## src/rtl/dram_slot_seq.sv

```systemverilog
module dram_slot_seq #(
  parameter int RA = 8
) (
  input  logic            clk,
  input  logic            rst_n,
  input  logic            mreq_n,
  input  logic            rfsh_n,
  input  logic [2*RA-1:0] cpu_addr,
  input  logic [2*RA-2:0] vid_pair,
  output logic            ras_n,
  output logic            cas_n,
  output logic            cpu_sel_n,
  output logic            row_sel,
  output logic            ready,
  output logic [RA-1:0]   dram_addr,
  output logic [3:0]      frame_phase
);
  localparam int AW = 2 * RA;
  localparam logic [3:0] P_SAMPLE = 4'd10;

  logic [3:0] ph;
  logic       cpu_go;
  logic       vid_cas, cpu_cas;
  logic [RA-1:0] vid_row, vid_col, cpu_row, cpu_col;

  always_ff @(posedge clk) begin
    if (!rst_n) ph <= 4'd0;
    else        ph <= ph + 4'd1;
  end

  always_ff @(posedge clk) begin
    if (!rst_n)             cpu_go <= 1'b0;
    else if (ph == P_SAMPLE) cpu_go <= !mreq_n && rfsh_n;
  end

  assign ras_n = !((ph >= 4'd1 && ph <= 4'd5) || (ph >= 4'd9 && ph <= 4'd13));

  assign vid_cas = (ph == 4'd3) || (ph == 4'd5);
  assign cpu_cas = ((ph == 4'd11) || (ph == 4'd12)) && cpu_go;
  assign cas_n   = !(vid_cas || cpu_cas);

  assign cpu_sel_n = !ph[3];
  assign row_sel   = (ph[2:1] == 2'b00);
  assign ready     = !(ph[3:2] == 2'b01);

  assign vid_row = vid_pair[AW-2:RA-1];
  assign vid_col = {vid_pair[RA-2:0], ph[2]};
  assign cpu_row = cpu_addr[AW-1:RA];
  assign cpu_col = cpu_addr[RA-1:0];

  assign dram_addr   = ph[3] ? (row_sel ? cpu_row : cpu_col)
                             : (row_sel ? vid_row : vid_col);
  assign frame_phase = ph;
endmodule


```

## config.mk

```make
export PLATFORM = sky130hd
export DESIGN_NAME = dram_slot_seq
export DESIGN_NICKNAME = d
export VERILOG_FILES = /design/src/rtl/dram_slot_seq.sv
export SDC_FILE = /design/constraint.sdc
export NUM_CORES = 1
export LEC_CHECK = 0
export ABC_CLOCK_PERIOD_IN_PS = 1790
export BUFFER_PORTS_ARGS = -buffer_cell sky130_fd_sc_hd__buf_2
export CAP_MARGIN = 20
export CORE_AREA = 2 2 42 44
export DETAILED_ROUTE_END_ITERATION = 6
export DIE_AREA = 0 0 44 46
export PLACE_DENSITY = 0.75
export SETUP_SLACK_MARGIN = 0.5
export SLEW_MARGIN = 15
export SYNTH_ARGS = -nofsm -noshare
export SYNTH_HDL_FRONTEND = slang
export SYNTH_SLANG_ARGS = --single-unit
```

## constraint.sdc

```tcl
create_clock -name clk -period 1.79 [get_ports clk]
set_input_delay 0.358 -clock clk [delete_from_list [all_inputs] [get_ports clk]]
set_output_delay 0.358 -clock clk [all_outputs]
set_load 0.02 [all_outputs]
```

## After elaboration in Yosys (flattened, before gate mapping)

Index checks and enable logic that the tools add are counted.

- Output and inout port bits: 17
- Input bits: 35
- Bits in registers: 5
- Logic and storage cells: 30

- Multiplexer cells: 3
- Magnitude comparators: 4
- Reductions and logical operators: 14
- Add/subtract/negate cells: 1
- Equality and inequality tests: 6

Operator list:

| kind | count |
|---|---|
| $mux 8 | 3 |
| $eq 4x4->1 const B | 3 |
| $logic_not 1->1 | 5 |
| $add 4x1->4 const B | 1 |
| $eq 4x2->1 const B | 1 |
| $eq 4x3->1 const B | 1 |
| $ge 4x1->1 const B | 1 |
| $ge 4x4->1 const B | 1 |
| $le 4x3->1 const B | 1 |
| $le 4x4->1 const B | 1 |
| $logic_and 1x1->1 | 4 |
| $logic_or 1x1->1 | 4 |
| $eq 2x1->1 const B | 1 |
| $logic_not 2->1 | 1 |

## Logic depth before layout (Yosys ltp)

- Word-level depth: 5
- Gate-level depth with buffers: 5

## Least setup slack after synthesis

Ideal clock, no wire load.

- Kind: register to output
- From: register ph[2] (netlist: frame_phase[2])
- To: output dram_addr[1]
- Cell stages (with the launch flop): 4
- Arrival time: 1383 ps
- Slack: 49 ps
- Data required time: 1432 ps
- Path buffers: 1
- Cells stage by stage: dfxtp_1 buf_4 nor2_8 mux4_2

- Cells in the longest elaborated chain, start to end: 3
- Elaborated cells between the ends (all ways): 4
- Classes of those cells: mux: 3; reduce/logical: 1

Ends and longest elaborated chain:

| what | line | RTL |
|---|---|---|
| from (decl) | 21 | `logic [3:0] ph;` |
| from (signal assigned) | 28 | `else ph <= ph + 4'd1;` |
| $logic_not 2->1 (*) | 43 | `assign row_sel = (ph[2:1] == 2'b00);` |
| net row_sel | 13 | `output logic row_sel,` |
| $mux 8 (on tied branches) | 52, 51 |  |
| $mux 8 (*) | 51 | `assign dram_addr = ph[3] ? (row_sel ? cpu_row : cpu_col)` |
| to (decl) | 15 | `output logic [RA-1:0] dram_addr,` |

Mark *: on every way through the listed nets, which the timed path passes. The rest lies on a longest branch.

## Final worst setup path

- From: register ph[1] (netlist: frame_phase[1])
- To: output dram_addr[5]

- Cells in the longest elaborated chain, start to end: 3
- Elaborated cells between the ends (all ways): 4
- Classes of those cells: mux: 3; reduce/logical: 1

Ends and longest elaborated chain:

| what | line |
|---|---|
| $logic_not 2->1 (*) | 43 |
| $mux 8 (on tied branches) | 52, 51 |
| $mux 8 (*) | 51 |

Mark *: on every way between the ends. The rest lies on a longest branch, timed or not.

==> impl_metrics.csv <==
group,metric,value,unit
outcome,status,"complete, but fails checks",
outcome,violations,"negative setup slack",
worst_setup_path,crit_slowest_cell,"mux4_2",
power_and_ir_drop,finalPower,661,µW
route,wl_per_cell,18.7,µm
worst_setup_path,max_stage_delay,550,ps
die,io_pins,52,
placed_design,place_inst,112,
synth,ys_warn_count,0,
synth,synth_area,505,µm²
worst_setup_path,critPathMaxFanout,4,
worst_setup_path,timing_worst_setup_path_type,"flip-flop to primary output",
worst_setup_path,r2r_cells,7,
finish,final_cell_area,0.00116,mm²
timing,rsz0062_at_grt,"yes",
power_and_ir_drop,ir_drop,519,µV
die,initial_utilization,31.3,%
clocking,cts_root_buf,"clkbuf_4",
route,drc,0,
synth,ys_ff_latch,5,
power_and_ir_drop,powerDensity,572,mW/mm²
worst_setup_path,critPathArrivalTime,1510,ps
finish,num-fill-cells,103,
power_and_ir_drop,p_leak,0.000546,µW
timing,hold_violations,0,
clocking,htreeDepth,1,
global_route,grt-ovfl-total,0,
die,rows,15,
global_route,grt_usage,24.3,%
clocking,path_clk_slew,50,ps
synth,syn_area_per_cell,11.5,µm²
global_route,use_met1,26.0,%
route,totalWireLength,2490,µm
placed_design,post-place-ws,147,ps
synth,synthSimpleGateAreaFrac,17.8,%
hold_path,hold_start,"rst_n",
timing,setup_slack,-82.1,ps
clocking,clkLatencyLatePin,240,ps
timing,slew_headroom,87.5,%
die,fp.dieH,46,µm
timing,setup_viol,10,
synth,seq_area_frac_synth,19.8,%
synth,synth_nets,84,
global_route,grt_util_met3,6.75,%
finish,fin_nets,157,
timing,fmax,534,MHz
worst_setup_path,rr_startpoint,"frame_phase[2]",
worst_setup_path,r2r_setup_slack,410,ps
route,ant_nets,0,
global_route,grt_pass1_vias,715,
flow_run,max_cap_viol_count,0,
placed_design,dpl_cell_area,811,µm²
finish,fin_cells,133,
worst_setup_path,end_kind,"primary output",
hold_path,whs_endpoint,"frame_phase[3]",
timing,tightest_slew,187,ps
placed_design,place_hpwl,1290,µm
hold_path,holdPathStages,2,
clocking,postCtsHoldBufs,0,
clocking,cts_made_buffers,3,
worst_setup_path,critPathRequiredTime,1430,ps
worst_setup_path,r2r_end,"cpu_go",
clocking,cts_tree,"built",
clocking,cts_max_path_buffers,2,
timing,fin_worst_skew,5.34,ps
route,first_pass_iters,4,
timing,fin_tns_setup,-428,ps
finish,syn2layout_area_growth,129,%
route,routed_via_density,5.17,
die,fp.dieW,44,µm
finish,diodes,0,
timing,post-route-period-util,105,%
timing,fin_crit,1870,ps
finish,layout_commonest_cell,"buf_2",
global_route,antenna_found_initial,0,
worst_setup_path,crit_path_cell_trace,"nor2_4, mux4_2, buf_6",
global_route,grt_start_max_net_pins,8,
route,vias,687,
timing,slew_viol_final,0,
synth,synth_fa_ha_area_share,12.4,%
global_route,top_usage_layer,"met2",
clocking,cts_sinks,5,
synth,synthCells,44,
global_route,grt_use_met2,45.0,%
synth,synth.mux.area_fraction,35.1,%
global_route,grt_pass1_wl,3440,µm
placed_design,port_buffers,51,
route,drt_iter0_drc,8,
synth,yosys.area_share.xor_xnor,5.20,%
finish,drive_gt1_share,84.5,%
finish,layout_common_cells,"buf_2, buf_6, buf_4",
hold_path,hp-class,"input pin to flip-flop",
synth,synth_compound_area_share,4.95,%
synth,synth.distinct_cells,21,
die,coreArea,0.00161,mm²
synth,synth_top_family_by_area,"multiplexers",
worst_setup_path,start_kind,"flip-flop",
placed_design,gp_congestion,0.697,
die,die_area,0.00202,mm²
cells in the mapped netlist, drive strengths merged:
cell type  number  area, µm²
a21oi           1       5.00
and2            3       18.8
and3b           1       8.76
buf             2       12.5
dfxtp           5        100
ha              5       62.6
inv             3       11.3
mux2i           2       20.0
mux4            7        158
nand2           2       7.51
nand3           2       10.0
nand3b          2       15.0
nor2            2       23.8
nor2b           1       6.26
o21ai           1       5.00
o221ai          1       8.76
o22ai           1       6.26
xnor2           2       17.5
xor2            1       8.76
cells by family after synthesis:
kind of cell | Yosys count
AND/OR/NAND/NOR | 13
buffers and inverters | 5
AO/OA/AOI/OAI | 4
multiplexers | 9
adder cells (fa/ha/maj) | 5
XOR/XNOR | 3
flip-flops | 5
worst max path at each step:
stage                         startpoint           end  slack (ps)  cells after the start
after floorplan           frame_phase[2]  dram_addr[1]         100                      3
after global placement    frame_phase[1]  dram_addr[3]         190                      3
after detailed placement  frame_phase[1]  dram_addr[1]         150                      3
after CTS                 frame_phase[1]  dram_addr[1]         -50                      3
after global routing      frame_phase[1]  dram_addr[5]        -130                      3
final                     frame_phase[1]  dram_addr[5]         -80                      3
where the power goes:
| group | internal, µW | switching, µW | total [µW] |
|---|---|---|---|
| clock | 84.4 | 47.1 | 131 |
| combinational | 230 | 169 | 398 |
| sequential | 116 | 15.3 | 131 |
state kept, by name (all words and copies together) (netlist names):
name,count
cpu_go,1
frame_phase,4
worst max-delay path, delay by kind of cell, from the launching register on:
family                 cells  cell delay [ps]
multiplexers               1              550
buffers and inverters      1              150
flip-flops                 1              370
AND/OR/NAND/NOR            1              190
layout make-up:
type	instances	area [µm²]	area share (%)
repair buffers	69	520	45.0
multi-input cells	35	457	39.5
flip-flops and latches	5	115	9.96
clock buffers	4	26.3	2.27
well taps	17	21.3	1.84
inverters	3	16.3	1.41
per-layer routing:
| metal | routed length, µm | vias to the layer above |
|---|---|---|
| met3 | 248 | 6 |
| met1 | 904 | 321 |
| met2 | 1270 | 48 |
| met5 | 0 | - |
| li1 | - | 312 |
| met4 | 71 | 0 |
metrics by stage:
step	hold WS (ps)	utilization (%)
6_report	398	71.6
5_1_grt	390	71.6
4_1_cts	392	68.2
3_5_place_dp	450	50.2
3_3_place_gp	446	50.2
2_1_floorplan	443	-
timing repair:
action	4_1_cts	5_1_grt
resized for setup	46	10
endpoints found under the setup margin	15	17
gates cloned	1	0
pin swaps	3	4
setup buffers	13	3
Note: power is estimated with default switching activity, not from simulation.
